===== src/rtl/desc_list_sorter.sv =====
module desc_list_sorter #(
  parameter int N     = 16,
  parameter int W     = 8,
  parameter int PTR_W = 8
) (
  input  logic                     clk,
  input  logic                     rst_n,
  input  logic                     start,
  input  logic [N*W-1:0]           vals_in,
  input  logic [$clog2(N)-1:0]     rd_pos,
  output logic                     busy,
  output logic                     done,
  output logic [$clog2(N+1)-1:0]   res_len,
  output logic [W-1:0]             res_val,
  output logic [$clog2(N)-1:0]     res_idx
);
  localparam int IW = $clog2(N);
  localparam int LW = $clog2(N+1);
  localparam logic [PTR_W-1:0] NULLP = {PTR_W{1'b1}};

  typedef enum logic [2:0] {S_IDLE, S_FIND, S_LINK, S_SORT, S_EMIT, S_DONE} st_t;
  st_t state;

  logic [W-1:0]     val   [N];
  logic [IW-1:0]    ix    [N];
  logic [PTR_W-1:0] nxt   [N];
  logic [W-1:0]     o_val [N];
  logic [IW-1:0]    o_idx [N];
  logic [PTR_W-1:0] head, tail, cur;
  logic [IW-1:0]    pos;
  logic             swp;

  logic [PTR_W-1:0] lnxt [N];
  logic [PTR_W-1:0] first, ltail;
  logic [LW-1:0]    lcnt;

  always_comb begin
    logic [PTR_W-1:0] run;
    run   = NULLP;
    ltail = NULLP;
    lcnt  = '0;
    for (int i = N-1; i >= 0; i--) begin
      lnxt[i] = run;
      if (val[i] != '0) begin
        run  = PTR_W'(i);
        lcnt = lcnt + 1'b1;
        if (ltail == NULLP) ltail = PTR_W'(i);
      end
    end
    first = run;
  end

  logic [IW-1:0]    a, b;
  logic             do_swap;
  logic [PTR_W-1:0] nx_a;

  assign a       = cur[IW-1:0];
  assign nx_a    = nxt[a];
  assign b       = nx_a[IW-1:0];
  assign do_swap = val[a] < val[b];

  assign busy    = (state != S_IDLE) && (state != S_DONE);
  assign done    = (state == S_DONE);
  assign res_val = o_val[rd_pos];
  assign res_idx = o_idx[rd_pos];

  always_ff @(posedge clk or negedge rst_n) begin
    if (!rst_n) begin
      state   <= S_IDLE;
      head    <= NULLP;
      tail    <= NULLP;
      cur     <= NULLP;
      pos     <= '0;
      swp     <= 1'b0;
      res_len <= '0;
      for (int i = 0; i < N; i++) begin
        val[i]   <= '0;
        ix[i]    <= '0;
        nxt[i]   <= NULLP;
        o_val[i] <= '0;
        o_idx[i] <= '0;
      end
    end else begin
      case (state)
        S_IDLE, S_DONE: begin
          if (start) begin
            for (int i = 0; i < N; i++) begin
              val[i]   <= vals_in[i*W +: W];
              ix[i]    <= IW'(i);
              nxt[i]   <= NULLP;
              o_val[i] <= '0;
              o_idx[i] <= '0;
            end
            head    <= NULLP;
            tail    <= NULLP;
            res_len <= '0;
            state   <= S_FIND;
          end
        end
        S_FIND: begin
          head  <= first;
          state <= (first == NULLP) ? S_DONE : S_LINK;
        end
        S_LINK: begin
          for (int i = 0; i < N; i++) nxt[i] <= lnxt[i];
          tail    <= ltail;
          res_len <= lcnt;
          cur     <= head;
          swp     <= 1'b0;
          pos     <= '0;
          state   <= (ltail == head) ? S_EMIT : S_SORT;
        end
        S_SORT: begin
          if (do_swap) begin
            val[a] <= val[b];
            val[b] <= val[a];
            ix[a]  <= ix[b];
            ix[b]  <= ix[a];
          end
          if (nx_a == tail) begin
            cur <= head;
            swp <= 1'b0;
            if (!(swp || do_swap)) state <= S_EMIT;
          end else begin
            cur <= nx_a;
            swp <= swp | do_swap;
          end
        end
        S_EMIT: begin
          o_val[pos] <= val[a];
          o_idx[pos] <= ix[a];
          pos        <= pos + 1'b1;
          if (cur == tail) state <= S_DONE;
          else             cur   <= nx_a;
        end
        default: state <= S_IDLE;
      endcase
    end
  end

  a_r3_empty_exit: assert property (@(posedge clk) disable iff (!rst_n)
    (state == S_FIND && first == NULLP) |=> (done && res_len == '0));

  a_r4_single_no_pass: assert property (@(posedge clk) disable iff (!rst_n)
    (state == S_LINK && ltail == head) |=> ##1 (done && res_len == LW'(1)));

  a_r5_emit_order: assert property (@(posedge clk) disable iff (!rst_n)
    (state == S_EMIT && pos != '0) |-> (val[a] <= o_val[pos - 1'b1]));

  a_r9_done_hold: assert property (@(posedge clk) disable iff (!rst_n)
    (done && !start) |=> (done && $stable(res_len)));

  a_r10_busy_start_ignored: assert property (@(posedge clk) disable iff (!rst_n)
    (busy && start) |=> (state != S_FIND));
endmodule


===== config.mk =====
export PLATFORM = sky130hd
export DESIGN_NAME = desc_list_sorter
export DESIGN_NICKNAME = d
export VERILOG_FILES = /design/src/rtl/desc_list_sorter.sv
export SDC_FILE = /design/constraint.sdc
export NUM_CORES = 1
export LEC_CHECK = 0
export ABC_AREA = 1
export BUFFER_PORTS_ARGS = -buffer_cell sky130_fd_sc_hd__clkbuf_2
export CORE_UTILIZATION = 40
export CTS_CLUSTER_SIZE = 8
export DETAILED_ROUTE_END_ITERATION = 12
export PLACE_DENSITY = 0.64
export SYNTH_ARGS = -nofsm -noshare
export SYNTH_HDL_FRONTEND = slang
export SYNTH_SLANG_ARGS = --single-unit

===== constraint.sdc =====
create_clock -name clk -period 17.3 [get_ports clk]
set_clock_uncertainty 0.15 [all_clocks]
set_input_delay 2.595 -clock clk [delete_from_list [all_inputs] [get_ports clk]]
set_output_delay 2.595 -clock clk [all_outputs]
set_load 0.02 [all_outputs]

# After elaboration in Yosys (flattened, before gate mapping)
# Cells that the tools add are included.
[totals]
out_inout_bits = 19
word_cells = 315
in_bits = 135
register_bits = 549
[classes]
magnitude_cmp = 8
n_addsub = 16
n_eq_ne = 31
n_bitwise = 5
muxes = 131
reduce_logical = 37
[ops]
columns = ["op", "count"]
rows = [
  ["$pmux 128 s2", 3],
  ["$mux 128", 4],
  ["$mux 8", 60],
  ["$bwmux 128", 3],
  ["$pmux 64 s2", 2],
  ["$bwmux 64", 3],
  ["$mux 64", 3],
  ["$bmux 8 s4", 4],
  ["$eq 8x8->1 const B", 16],
  ["$reduce_bool 8->1", 16],
  ["$demux 8 s4", 3],
  ["$mux 5", 16],
  ["$add 5x1->5 const B", 15],
  ["$bmux 4 s4", 3],
  ["$demux 4 s4", 3],
  ["$mux 4", 9],
  ["$pmux 8 s2", 2],
  ["$eq 8x8->1", 3],
  ["$pmux 8 s3", 1],
  ["$ge 5x5->1 const B", 4],
  ["$not 4->5", 4],
  ["$mux 3", 6],
  ["$lt 5x1->1 const B", 3],
  ["$pmux 3 s5", 1],
  ["21 further kinds", 41],
]

# Longest topological paths before layout
[logic_depth]
depth_word = 50
mapped_depth = 55
ltp_nobuf = 55

# Least setup slack after synthesis
# Ideal clock, no wire load.
[synth_timing]
path_kind = "reg-to-reg"
start = "register val[12] (netlist bit)"
end = "register res_len[4]"
path_buffers = 0
path_stages_with_launch = 55
t_required_ps = 17033
period_less_slack_ps = 8482
setup_ps = 117
setup_slack_ps = 8818
arrival_time_ps = 8215
cell_sequence = "dfrtp_1 nor4_1 inv_1 nor2_1 ha_1 inv_1 nor2_2 nor2_1 ha_1 or2_2 o21ai_1 inv_1 ha_1 o21ai_2 inv_1 ha_1 o21ai_1 inv_1 (+19 left out) ha_1 nand2_1 nand2_1 ha_1 or2_2 o21ai_1 inv_1 ha_1 nand2_1 o21ai_0 ha_1 nand4_1 inv_1 nand2_1 inv_2 nand3_1 nand3_1 nand2_1"
[synth_between]
elab_chain_cells = 31
[synth_lines]
columns = ["element", "line", "text"]
rows = [
  ["from (decl)", "24", "logic [W-1:0] val [N];"],
  ["from (signal, indexed assignment)", "88", "val[i] <= vals_in[i*W +: W];"],
  ["from (signal, indexed assignment)", "115", "val[a] <= val[b];"],
  ["from (signal, indexed assignment)", "116", "val[b] <= val[a];"],
  ["$reduce_bool 8->1 *", "44", "if (val[i] != '0) begin"],
  ["$mux 5 *", "44", ""],
  ["$add 5x1->5", "46", "lcnt = lcnt + 1'b1;"],
  ["$mux 5 *", "44", ""],
  ["$add 5x1->5", "46", ""],
  ["$mux 5 *", "44", ""],
  ["$add 5x1->5", "46", ""],
  ["$mux 5 *", "44", ""],
  ["(+15 left out)", "--", ""],
  ["$mux 5 *", "44", ""],
  ["$add 5x1->5", "46", ""],
  ["$mux 5 *", "44", ""],
  ["$add 5x1->5", "46", ""],
  ["$mux 5 *", "44", ""],
  ["$add 5x1->5", "46", ""],
  ["$mux 5 *", "44", ""],
  ["$pmux 5 s2 *", "84", "case (state)"],
  ["to (signal assigned)", "107", "res_len <= lcnt;"],
  ["to (decl)", "13", "output logic [$clog2(N+1)-1:0] res_len,"],
]
# Mark *: on every way between the ends. The rest lies on a longest branch, timed or not.
# A chain may end at the register's enable or synchronous reset.

# Worst setup path after layout
# Ends and elaborated chain as after synthesis.

==> out/results.ini <==
[sta]
hold_ws_ns=0.316
rsz0062_at_grt=false
min_period_over_period_pct=56.0
fin_crit_ns=9.69
finalHoldViolCount=0
setup_tns_ns=0
worstMarginPinSlew_ns=1.15
slew_headroom_pct=23.4
slew_viol_final=0
setup_violations=0
max_freq_mhz=103

[clock_tree]
cts_tree=built
clk_path_buf_depth=3
cts_buffers=69
cts.htree.levels=3
worstSkewPairLatency_ns=0.62
cts.sinks=472
cts_resized=0
root_buffer=clkbuf_16
cts_setup_buffers=0
path_clk_slew_ns=0.05
hold_buffers=0

[worst_setup_path]
worstPathArrival_ns=10.03
worst_setup_path_end_kind=flop
slowest_stage=nor2_1
worstPathRequired_ns=17.65
crit_end=res_len[4]$_DFFE_PN0P_
timing.critical_path.from=val[12]$_DFFE_PN0P_
r2r_setup_slack_ns=7.61
slowest_delay_ns=0.54
path_common_cell=ha_1
worstReg2RegStart=val[12]$_DFFE_PN0P_
reg2reg_depth=54
worstSetupPathType=reg -> reg
critPathMaxFanout=5
reg2reg_to=res_len[4]$_DFFE_PN0P_
start_kind=flop

[synth]
synth.area.top_cells=dfrtp_1 (35%), o21ai_0 (8.1%), o22ai_1 (7.2%)
synth_enable_flop_cells=0
synthCells=3679
yosysUniqueCellTypes=65
ys_seq_area_share_pct=41.7
synthArstFlopShare_pct=100
yosysWarnings=0
syn_area_sq_um=28600
syn_nets=3842
yosys.area.top_type=dfrtp_1
yosys_register_bits=472
yosys.area.top_type_share_pct=34.8
avgSynthCellArea_sq_um=7.76
ys.flop_type=dfrtp_1

[worst_hold_path]
hold_class=reg -> reg

[job]
max_cap_viol_count=0

[routing]
vias=28700
firstDrtPassIters=8
avgViaCountPerCell=6.17
drtIter0Drc=3879
route.detailed.drc=0
wl_microns=109000
wl_per_cell_microns=23.3
ant_nets=0

[pwr]
p_per_area_nw_per_um2=77.2
p_leak_nw=14.4
total_power_mw=2.46
irDropWorstVdd_uv=70.1

[cells_and_area]
mostFrequentLayoutCell=nand2_1
final_cell_area_sq_um=31800
insertedDiodeCount=0
layout-drive-gt1-share_pct=14.8
fillers=7087
seqCellArea_sq_um=11900
area_delta_synth_final_pct=11.4
multi_input_area_sq_um=13800
nets=3849
final_cell_mix=nand2_1 (544), o21ai_0 (464), inv_1 (408), dfrtp_1 (397), o22ai_1 (328)
final_cell_count_no_fill=4649

[floorplan]
die_w_microns=269
core_region_area_sq_um=70400
rows=97
fp.dieH_microns=269
ios=154
initial_core_util_pct=40.6
die-area_sq_um=72500

[grt]
grt_pass1_vias=26900
grt_max_degree=104
grt_use_total_pct=29.2
grt_pass1_wl_microns=165000
antenna_found_initial=1
overflow=0

[placed_design]
gp_congestion=1.00
place_inst=4555
post-dp-hpwl_microns=72000
placed_area_sq_um=29900
portBuffers=153

[outcome]
status=complete, no violations

-- worst max-delay path, delay by kind of cell, from the launching register on --
kind	cells	cell delay [ns]
adder cells (fa/ha/maj)	14	3.88
AND/OR/NAND/NOR	22	3.15
AO/OA/AOI/OAI	7	1.19
buffers and inverters	11	0.73
flip-flops	1	0.42
-- cells in the mapped netlist (4+ instances only) --
| cell | count |
|---|---|
| dfstp_2 | 75 |
| nand3b_1 | 4 |
| nor4_1 | 7 |
| a21oi_1 | 131 |
| or2_2 | 4 |
| o22ai_1 | 328 |
| a221oi_1 | 53 |
| o31ai_2 | 14 |
| a41oi_1 | 5 |
| o31ai_4 | 10 |
| nand2_4 | 8 |
| nand3_2 | 12 |
| xor2_1 | 4 |
| nand2_1 | 546 |
| o31ai_1 | 20 |
| inv_4 | 4 |
| nand4_1 | 42 |
| nor2_4 | 7 |
| nand2_2 | 35 |
| nor2_1 | 199 |
| buf_4 | 12 |
| o211ai_1 | 76 |
| inv_2 | 47 |
| buf_1 | 31 |
| a22oi_1 | 18 |
| ha_1 | 28 |
| o21ai_1 | 102 |
| clkbuf_1 | 208 |
| o21ai_0 | 464 |
| buf_2 | 19 |
| o2111ai_1 | 4 |
| o221ai_1 | 115 |
| nand3_1 | 171 |
| inv_1 | 409 |
| nor2_2 | 11 |
| nand4_2 | 4 |
| dfrtp_1 | 397 |
| nor3_1 | 4 |
| clkinv_1 | 9 |
-- power breakdown --
group	internal (mW)	switching [mW]	total, mW	leakage (nW)
combinational	0.0225	0.0641	0.0866	8.51
sequential	1.11	0	1.11	4.95
clock	0.734	0.529	1.26	0.945
total	1.86	0.593	2.46	14.4
-- flip-flops by register name (all words and copies together) (netlist names), 4 cells and up --
name,flops
ix,64
tail,5
o_val,128
nxt,60
val,128
head,5
o_idx,64
res_len,5
pos,4
cur,5
-- stage by stage --
step           util, %  setup WS (ns)
5_1_grt           45.2           6.72
6_report          45.2           7.61
3_5_place_dp      42.4           7.61
3_3_place_gp      42.4           7.81
4_1_cts           45.2           7.57
2_1_floorplan        -           8.82
-- cell families (layout without fill, tap and decap cells) --
| kind of cell | after synthesis | after routing | share of synthesized area (%) |
|---|---|---|---|
| adders and majority gates | 28 | 28 | 1.23 |
| DFF | 472 | 472 | 41.7 |
| xor gates and xnor gates | 9 | 9 | 0.329 |
| buffers and inverters | 745 | 775 | 10.2 |
| and+or+nand+nor | 1062 | 1062 | 16.7 |
| AOI/OAI and AO/OA | 1363 | 1363 | 29.9 |
-- how the worst min path moves through the flow --
| stage | from | endpoint | cells after the start |
|---|---|---|---|
| floorplan | nxt[33]$_DFFE_PN1P_ | nxt[33]$_DFFE_PN1P_ | 2 |
| global placement | nxt[33]$_DFFE_PN1P_ | nxt[33]$_DFFE_PN1P_ | 2 |
| detailed placement | nxt[33]$_DFFE_PN1P_ | nxt[33]$_DFFE_PN1P_ | 2 |
| CTS | nxt[33]$_DFFE_PN1P_ | nxt[33]$_DFFE_PN1P_ | 2 |
| global route | nxt[33]$_DFFE_PN1P_ | nxt[33]$_DFFE_PN1P_ | 2 |
| finish | nxt[33]$_DFFE_PN1P_ | nxt[33]$_DFFE_PN1P_ | 2 |
-- final cells by class --
class,count,area share [%]
tap,940,3.69
multi-input combinational,2462,43.3
clock buffer,86,5.66
inverter,471,5.61
sequential,472,37.4
timing repair buffer,210,3.79
clock inverter,8,0.515
-- per-layer routing --
layer	global-route usage (%)	vias up	wire length (microns)
met5	0	-	47
met2	43.2	1697	46300
li1	-	13000	-
met4	15.6	4	6380
met3	7.21	360	11600
met1	39.3	13600	44200
Power figures use the tool's default switching activity.
